## src/rtl/dbg_ctrl_pkg.sv

```systemverilog
package dbg_ctrl_pkg;
  typedef enum logic [2:0] {
    ST_RUN      = 3'd0,
    ST_HALTING  = 3'd1,
    ST_HALTED   = 3'd2,
    ST_STEPPING = 3'd3,
    ST_RESUMING = 3'd4
  } dbg_state_e;
endpackage

```

## src/rtl/dbg_fsm.sv

```systemverilog
module dbg_fsm
  import dbg_ctrl_pkg::*;
(
  input  logic       clk_i,
  input  logic       rst_ni,
  input  logic       halt_req_i,
  input  logic       step_i,
  input  logic       resume_i,
  input  logic       retire_i,
  output dbg_state_e state_o,
  output dbg_state_e state_next_o,
  output logic       capture_o,
  output logic       entered_o
);
  dbg_state_e state_q, state_d;
  logic       step_q, step_d;
  logic       entered_q;

  always_comb begin
    state_d = state_q;
    step_d  = step_q;
    unique case (state_q)
      ST_RUN:      if (halt_req_i) state_d = ST_HALTING;
      ST_HALTING:  if (retire_i) state_d = ST_HALTED;
      ST_HALTED: begin
        if (resume_i) begin
          state_d = ST_RESUMING;
          step_d  = 1'b0;
        end else if (step_i) begin
          state_d = ST_RESUMING;
          step_d  = 1'b1;
        end
      end
      ST_RESUMING: state_d = step_q ? ST_STEPPING : ST_RUN;
      ST_STEPPING: if (retire_i) state_d = ST_HALTED;
      default:     state_d = ST_RUN;
    endcase
  end

  always_ff @(posedge clk_i or negedge rst_ni) begin
    if (!rst_ni) begin
      state_q   <= ST_RUN;
      step_q    <= 1'b0;
      entered_q <= 1'b0;
    end else begin
      state_q   <= state_d;
      step_q    <= step_d;
      entered_q <= (state_d == ST_HALTED) && (state_q != ST_HALTED);
    end
  end

  // retire closes both a halt drain and a single step
  assign capture_o    = retire_i && ((state_q == ST_HALTING) || (state_q == ST_STEPPING));
  assign state_o      = state_q;
  assign state_next_o = state_d;
  assign entered_o    = entered_q;
endmodule

```

## src/rtl/dbg_pc_hold.sv

```systemverilog
module dbg_pc_hold #(
  parameter int unsigned      AW       = 16,
  parameter logic [AW-1:0]    RESET_PC = '0
) (
  input  logic          clk_i,
  input  logic          rst_ni,
  input  logic          capture_i,
  input  logic [AW-1:0] cap_pc_i,
  input  logic          wr_i,
  input  logic [AW-1:0] wr_pc_i,
  output logic [AW-1:0] pc_o
);
  logic [AW-1:0] pc_q;

  always_ff @(posedge clk_i or negedge rst_ni) begin
    if (!rst_ni)        pc_q <= RESET_PC;
    else if (capture_i) pc_q <= cap_pc_i;
    else if (wr_i)      pc_q <= wr_pc_i;
  end

  assign pc_o = pc_q;
endmodule

```

## src/rtl/dbg_irq_gate.sv

```systemverilog
module dbg_irq_gate (
  input  logic clk_i,
  input  logic rst_ni,
  input  logic run_now_i,
  input  logic run_next_i,
  output logic irq_en_o
);
  logic en_q;

  // open only after a full cycle of run, close as soon as run is left
  always_ff @(posedge clk_i or negedge rst_ni) begin
    if (!rst_ni) en_q <= 1'b1;
    else         en_q <= run_now_i && run_next_i;
  end

  assign irq_en_o = en_q;
endmodule

```

## src/rtl/dbg_run_ctrl.sv

```systemverilog
module dbg_run_ctrl
  import dbg_ctrl_pkg::*;
#(
  parameter int unsigned   AW       = 16,
  parameter logic [AW-1:0] RESET_PC = '0
) (
  input  logic          clk_i,
  input  logic          rst_ni,
  input  logic          host_halt_i,
  input  logic          bkpt_hit_i,
  input  logic          step_cmd_i,
  input  logic          resume_cmd_i,
  input  logic          pc_wr_i,
  input  logic [AW-1:0] pc_wdata_i,
  input  logic          retire_i,
  input  logic [AW-1:0] ret_next_pc_i,
  output logic          stall_o,
  output logic          redirect_o,
  output logic [AW-1:0] redirect_pc_o,
  output logic          bkpt_mask_o,
  output logic          irq_en_o,
  output logic          halted_o,
  output logic          debug_entered_o
);
  dbg_state_e state, state_next;
  logic       capture;
  logic       in_run, in_halted, in_step;

  dbg_fsm i_fsm (
    .clk_i        (clk_i),
    .rst_ni       (rst_ni),
    .halt_req_i   (host_halt_i | bkpt_hit_i),
    .step_i       (step_cmd_i),
    .resume_i     (resume_cmd_i),
    .retire_i     (retire_i),
    .state_o      (state),
    .state_next_o (state_next),
    .capture_o    (capture),
    .entered_o    (debug_entered_o)
  );

  assign in_run    = (state == ST_RUN);
  assign in_halted = (state == ST_HALTED);
  assign in_step   = (state == ST_STEPPING);

  dbg_pc_hold #(.AW(AW), .RESET_PC(RESET_PC)) i_pc (
    .clk_i     (clk_i),
    .rst_ni    (rst_ni),
    .capture_i (capture),
    .cap_pc_i  (ret_next_pc_i),
    .wr_i      (pc_wr_i && in_halted),
    .wr_pc_i   (pc_wdata_i),
    .pc_o      (redirect_pc_o)
  );

  dbg_irq_gate i_irq (
    .clk_i      (clk_i),
    .rst_ni     (rst_ni),
    .run_now_i  (in_run),
    .run_next_i (state_next == ST_RUN),
    .irq_en_o   (irq_en_o)
  );

  // during a step the stall returns in the retire cycle so only one instruction issues
  assign stall_o     = !(in_run || (in_step && !retire_i));
  assign redirect_o  = (state == ST_RESUMING);
  assign bkpt_mask_o = !in_run;
  assign halted_o    = in_halted;
endmodule

```

## config.mk

```make
export PLATFORM = sky130hd
export DESIGN_NAME = dbg_run_ctrl
export DESIGN_NICKNAME = d
export VERILOG_FILES = /design/src/rtl/dbg_ctrl_pkg.sv /design/src/rtl/dbg_fsm.sv /design/src/rtl/dbg_pc_hold.sv /design/src/rtl/dbg_irq_gate.sv /design/src/rtl/dbg_run_ctrl.sv
export SDC_FILE = /design/constraint.sdc
export NUM_CORES = 1
export LEC_CHECK = 0
export ABC_AREA = 1
export BUFFER_PORTS_ARGS = -buffer_cell sky130_fd_sc_hd__buf_2
export CORE_ASPECT_RATIO = 0.5
export CORE_MARGIN = 8
export CORE_UTILIZATION = 45
export DETAILED_ROUTE_END_ITERATION = 7
export GPL_ROUTABILITY_DRIVEN = 0
export PLACE_DENSITY_LB_ADDON = 0.3
export REMOVE_ABC_BUFFERS = 1
export SLEW_MARGIN = 10
export SYNTH_ARGS = -nofsm -noshare
export SYNTH_HDL_FRONTEND = slang
export SYNTH_SLANG_ARGS = --single-unit
```

## constraint.sdc

```tcl
create_clock -name clk_i -period 1.24 [get_ports clk_i]
set_input_delay 0.124 -clock clk_i [delete_from_list [all_inputs] [get_ports clk_i]]
set_output_delay 0.124 -clock clk_i [all_outputs]
set_load 0.01 [all_outputs]
```

==> flow_summary.ini <==
[status]
status = complete, but fails checks
violations = setup timing

[final_layout]
area_growth_pct = 47.5
final_nets = 279
stdcell_count = 276
n_fill_cell = 220
layout-drive-gt1-share = 0.450

[synthesis]
synth_most_common_cell = nand2_1
ys_seq_elements = 22
synth_adder_area_share = 0
synth_top_area_share = 0.409
synth_top_flop_cell = dfrtp_1
ys.warnings.count = 0
synth-simple-area-share = 0.431
yosys-top-cells-area = dfrtp_1 (41%), nand2_1 (20%), nand4_1 (7.8%), nand3_1 (7.4%), buf_6 (5.3%)
synth_top_area_cell = dfrtp_1
synth_async_sr_flop_share = 1.00
synth_common_cells = nand2_1 (70), dfrtp_1 (21), nand3_1 (19), nand4_1 (16), inv_1 (7)
ys_types = 21
muxShareOfSynthArea = 0
synth_xor_area_frac = 0
synth_compound_area_frac = 0.0136
avgSynthCellArea_um2 = 7.92
synth_top_family_by_area = simple AND/OR/NAND/NOR gates
syn-cell-area_mm2 = 0.00128
synth_edf_count = 0
yosysSeqAreaShare = 0.430
syn_inst = 162

[drt]
wl_mm = 4.10
wl_per_cell_um = 14.8
drc = 0
drtIter0Drc = 66
vias = 1385
antenna_left = 0
dr.pass1.iters = 4
vias_per_cell = 5.02

[global_route]
grt_use_total = 0.152
grt_overflow_total = 0
grt_pass1_vias = 1323
grt_pass1_wl_mm = 6.02
grt_start_max_net_pins = 23
antenna_found_initial = 0

[timing]
maxSlewHeadroom = 0.668
finalHoldViolCount = 0
period_needed_ns = 1.39
report.final.slew_viol_count = 0
worst_pin_slew_ns = 0.498
rsz0062_at_grt = yes
finalCritPeriodShare = 1.12
setup_viol = 20
fin_ws_ns = -0.153
max_freq_mhz = 718
fin_skew_ns = 0.00321
fin_worst_hold_slack_ns = 0.0915

[setup_path]
path_cells = buf_6 -> inv_2 -> nor2_2 -> nand2_1 -> o21a_1 -> buf_2
critPathMaxStageDelay_ns = 0.38
crit_buf_inv = 3
worstSetupEndpointType = output port
cpLargestDelayFamily = flip-flops
crit_arrival_ns = 1.27
worstPathRequired_ns = 1.12
slowest_stage = dfrtp_1
worstSetupPathType = reg -> out
start_kind = flip-flop
path_max_fanout = 4

[floorplan]
die_area_mm2 = 0.00492
io_pins = 62
rows = 13
die_x_um = 91.5
start_util = 0.484
dieHeight_um = 53.8
core_area_mm2 = 0.00265

[cts]
clkTransAtPathRegs_ns = 0.08
cts.htree.levels = 1
cts_buffers = 3
clkSinkCount = 22
clk_latency_ns = 0.27
cts_tree = built
ctsRootBufferMaster = clkbuf_8
cts_buffer_depth = 2

[place]
dpl.hpwl_mm = 2.77
dp.cells = 260
portBuffers = 61

[power_and_ir_drop]
ir_worst_vdd_uv = 1590
leakage_nw = 1.08
power_density_mw_per_mm2 = 2270

[flow_run]
drv_cap = 0

[hold_path]
hp-class = in -> reg
-- cells in the final DEF, fill, tap and decap left out, drive strengths merged, types with 2 or more instances in the layout --
| cell | Yosys | layout |
|---|---|---|
| nand3 | 22 | 23 |
| nand2 | 72 | 73 |
| nand4 | 16 | 16 |
| nor2 | 6 | 6 |
| buf | 9 | 78 |
| clkbuf | 2 | 6 |
| inv | 9 | 9 |
| o21ai | 2 | 2 |
| dfrtp | 21 | 21 |
-- worst paths after layout --
check                                             end                       start  cells past startpoint  slack, ns
setup / recovery                              stall_o  i_fsm.state_o[0]$_DFF_PN0_                      6      -0.15
hold / removal               i_fsm.step_q$_DFFE_PN0P_                resume_cmd_i                      4       0.09
setup reg to reg            i_pc.pc_o[14]$_DFFE_PN0P_  i_fsm.state_o[0]$_DFF_PN0_                      6      -0.10
hold reg to reg              i_pc.pc_o[9]$_DFFE_PN0P_    i_pc.pc_o[9]$_DFFE_PN0P_                      2       0.51
max in group asynchronous  i_fsm.state_o[2]$_DFF_PN0_                      rst_ni                      2       0.54
min in group asynchronous   i_pc.pc_o[15]$_DFFE_PN0P_                      rst_ni                      2       0.34
-- area by class of cell --
class | instances | area [um2] | area share
Multi-Input combinational cell | 122 | 639 | 0.338
Timing Repair Buffer | 81 | 562 | 0.297
Sequential cell | 22 | 554 | 0.293
Clock buffer | 4 | 55.1 | 0.0291
Tap cell | 37 | 46.3 | 0.0245
Inverter | 9 | 33.8 | 0.0178
Antenna cell | 1 | 2.50 | 0.00132
-- kinds of logic (layout without fill, tap and decap cells) --
logic type | count (synthesis) | after routing
other | 0 | 1
AOI/OAI and AO/OA | 3 | 3
buffers and inverters | 20 | 94
and+or+nand+nor | 117 | 119
DFF | 22 | 22
-- what timing repair did --
action	in CTS	in global routing
endpoints found under the setup margin	4	20
pin swaps	1	2
buffers inserted	2	4
hold buffers	1	0
gates resized for setup	8	14
hold endpoints to repair	21	0
gates cloned	0	4
-- registers in the layout, indices dropped and copies added (netlist names) --
register	cells
i_pc.pc_o	16
i_fsm.entered_o	1
i_fsm.state_o	3
i_fsm.step_q	1
i_irq.irq_en_o	1
-- layer usage --
metal	part of all wire	GRT usage	routed length [um]
met1	0.41	0.166	1690
met2	0.50	0.280	2050
met3	0.066	0.0540	270
met4	0.020	0.0536	82
met5	0	0	0
-- per-stage QoR --
step	util	worst slack, ns	instance area [um2]	total power, mW	TNS [ns]
after floorplan	-	-0.214	1160	2.34	-3.43
after global placement	0.609	0.0620	1620	3.21	0
after detailed placement	0.609	0.0267	1620	3.26	0
after CTS	0.651	-0.149	1730	3.94	-0.477
after global routing	0.713	-0.221	1890	4.64	-2.45
final	0.714	-0.153	1890	4.30	-1.39
-- worst register-to-register path, cell delays in order, from the launching register on --
cell and delay (ns):
dfrtp_1 0.40, buf_4 0.16, nor2_4 0.12, nand3_4 0.20, clkbuf_16 0.23, nand3_1 0.06
nand2_1 0.06
-- report_power, final --
part	leakage, nW	internal, mW	switching [mW]
combinational	0.784	1.15	1.35
sequential	0.271	1.06	0.216
clock	0.0288	0.284	0.246
total	1.08	2.49	1.81
Power figures use the tool's default switching activity.
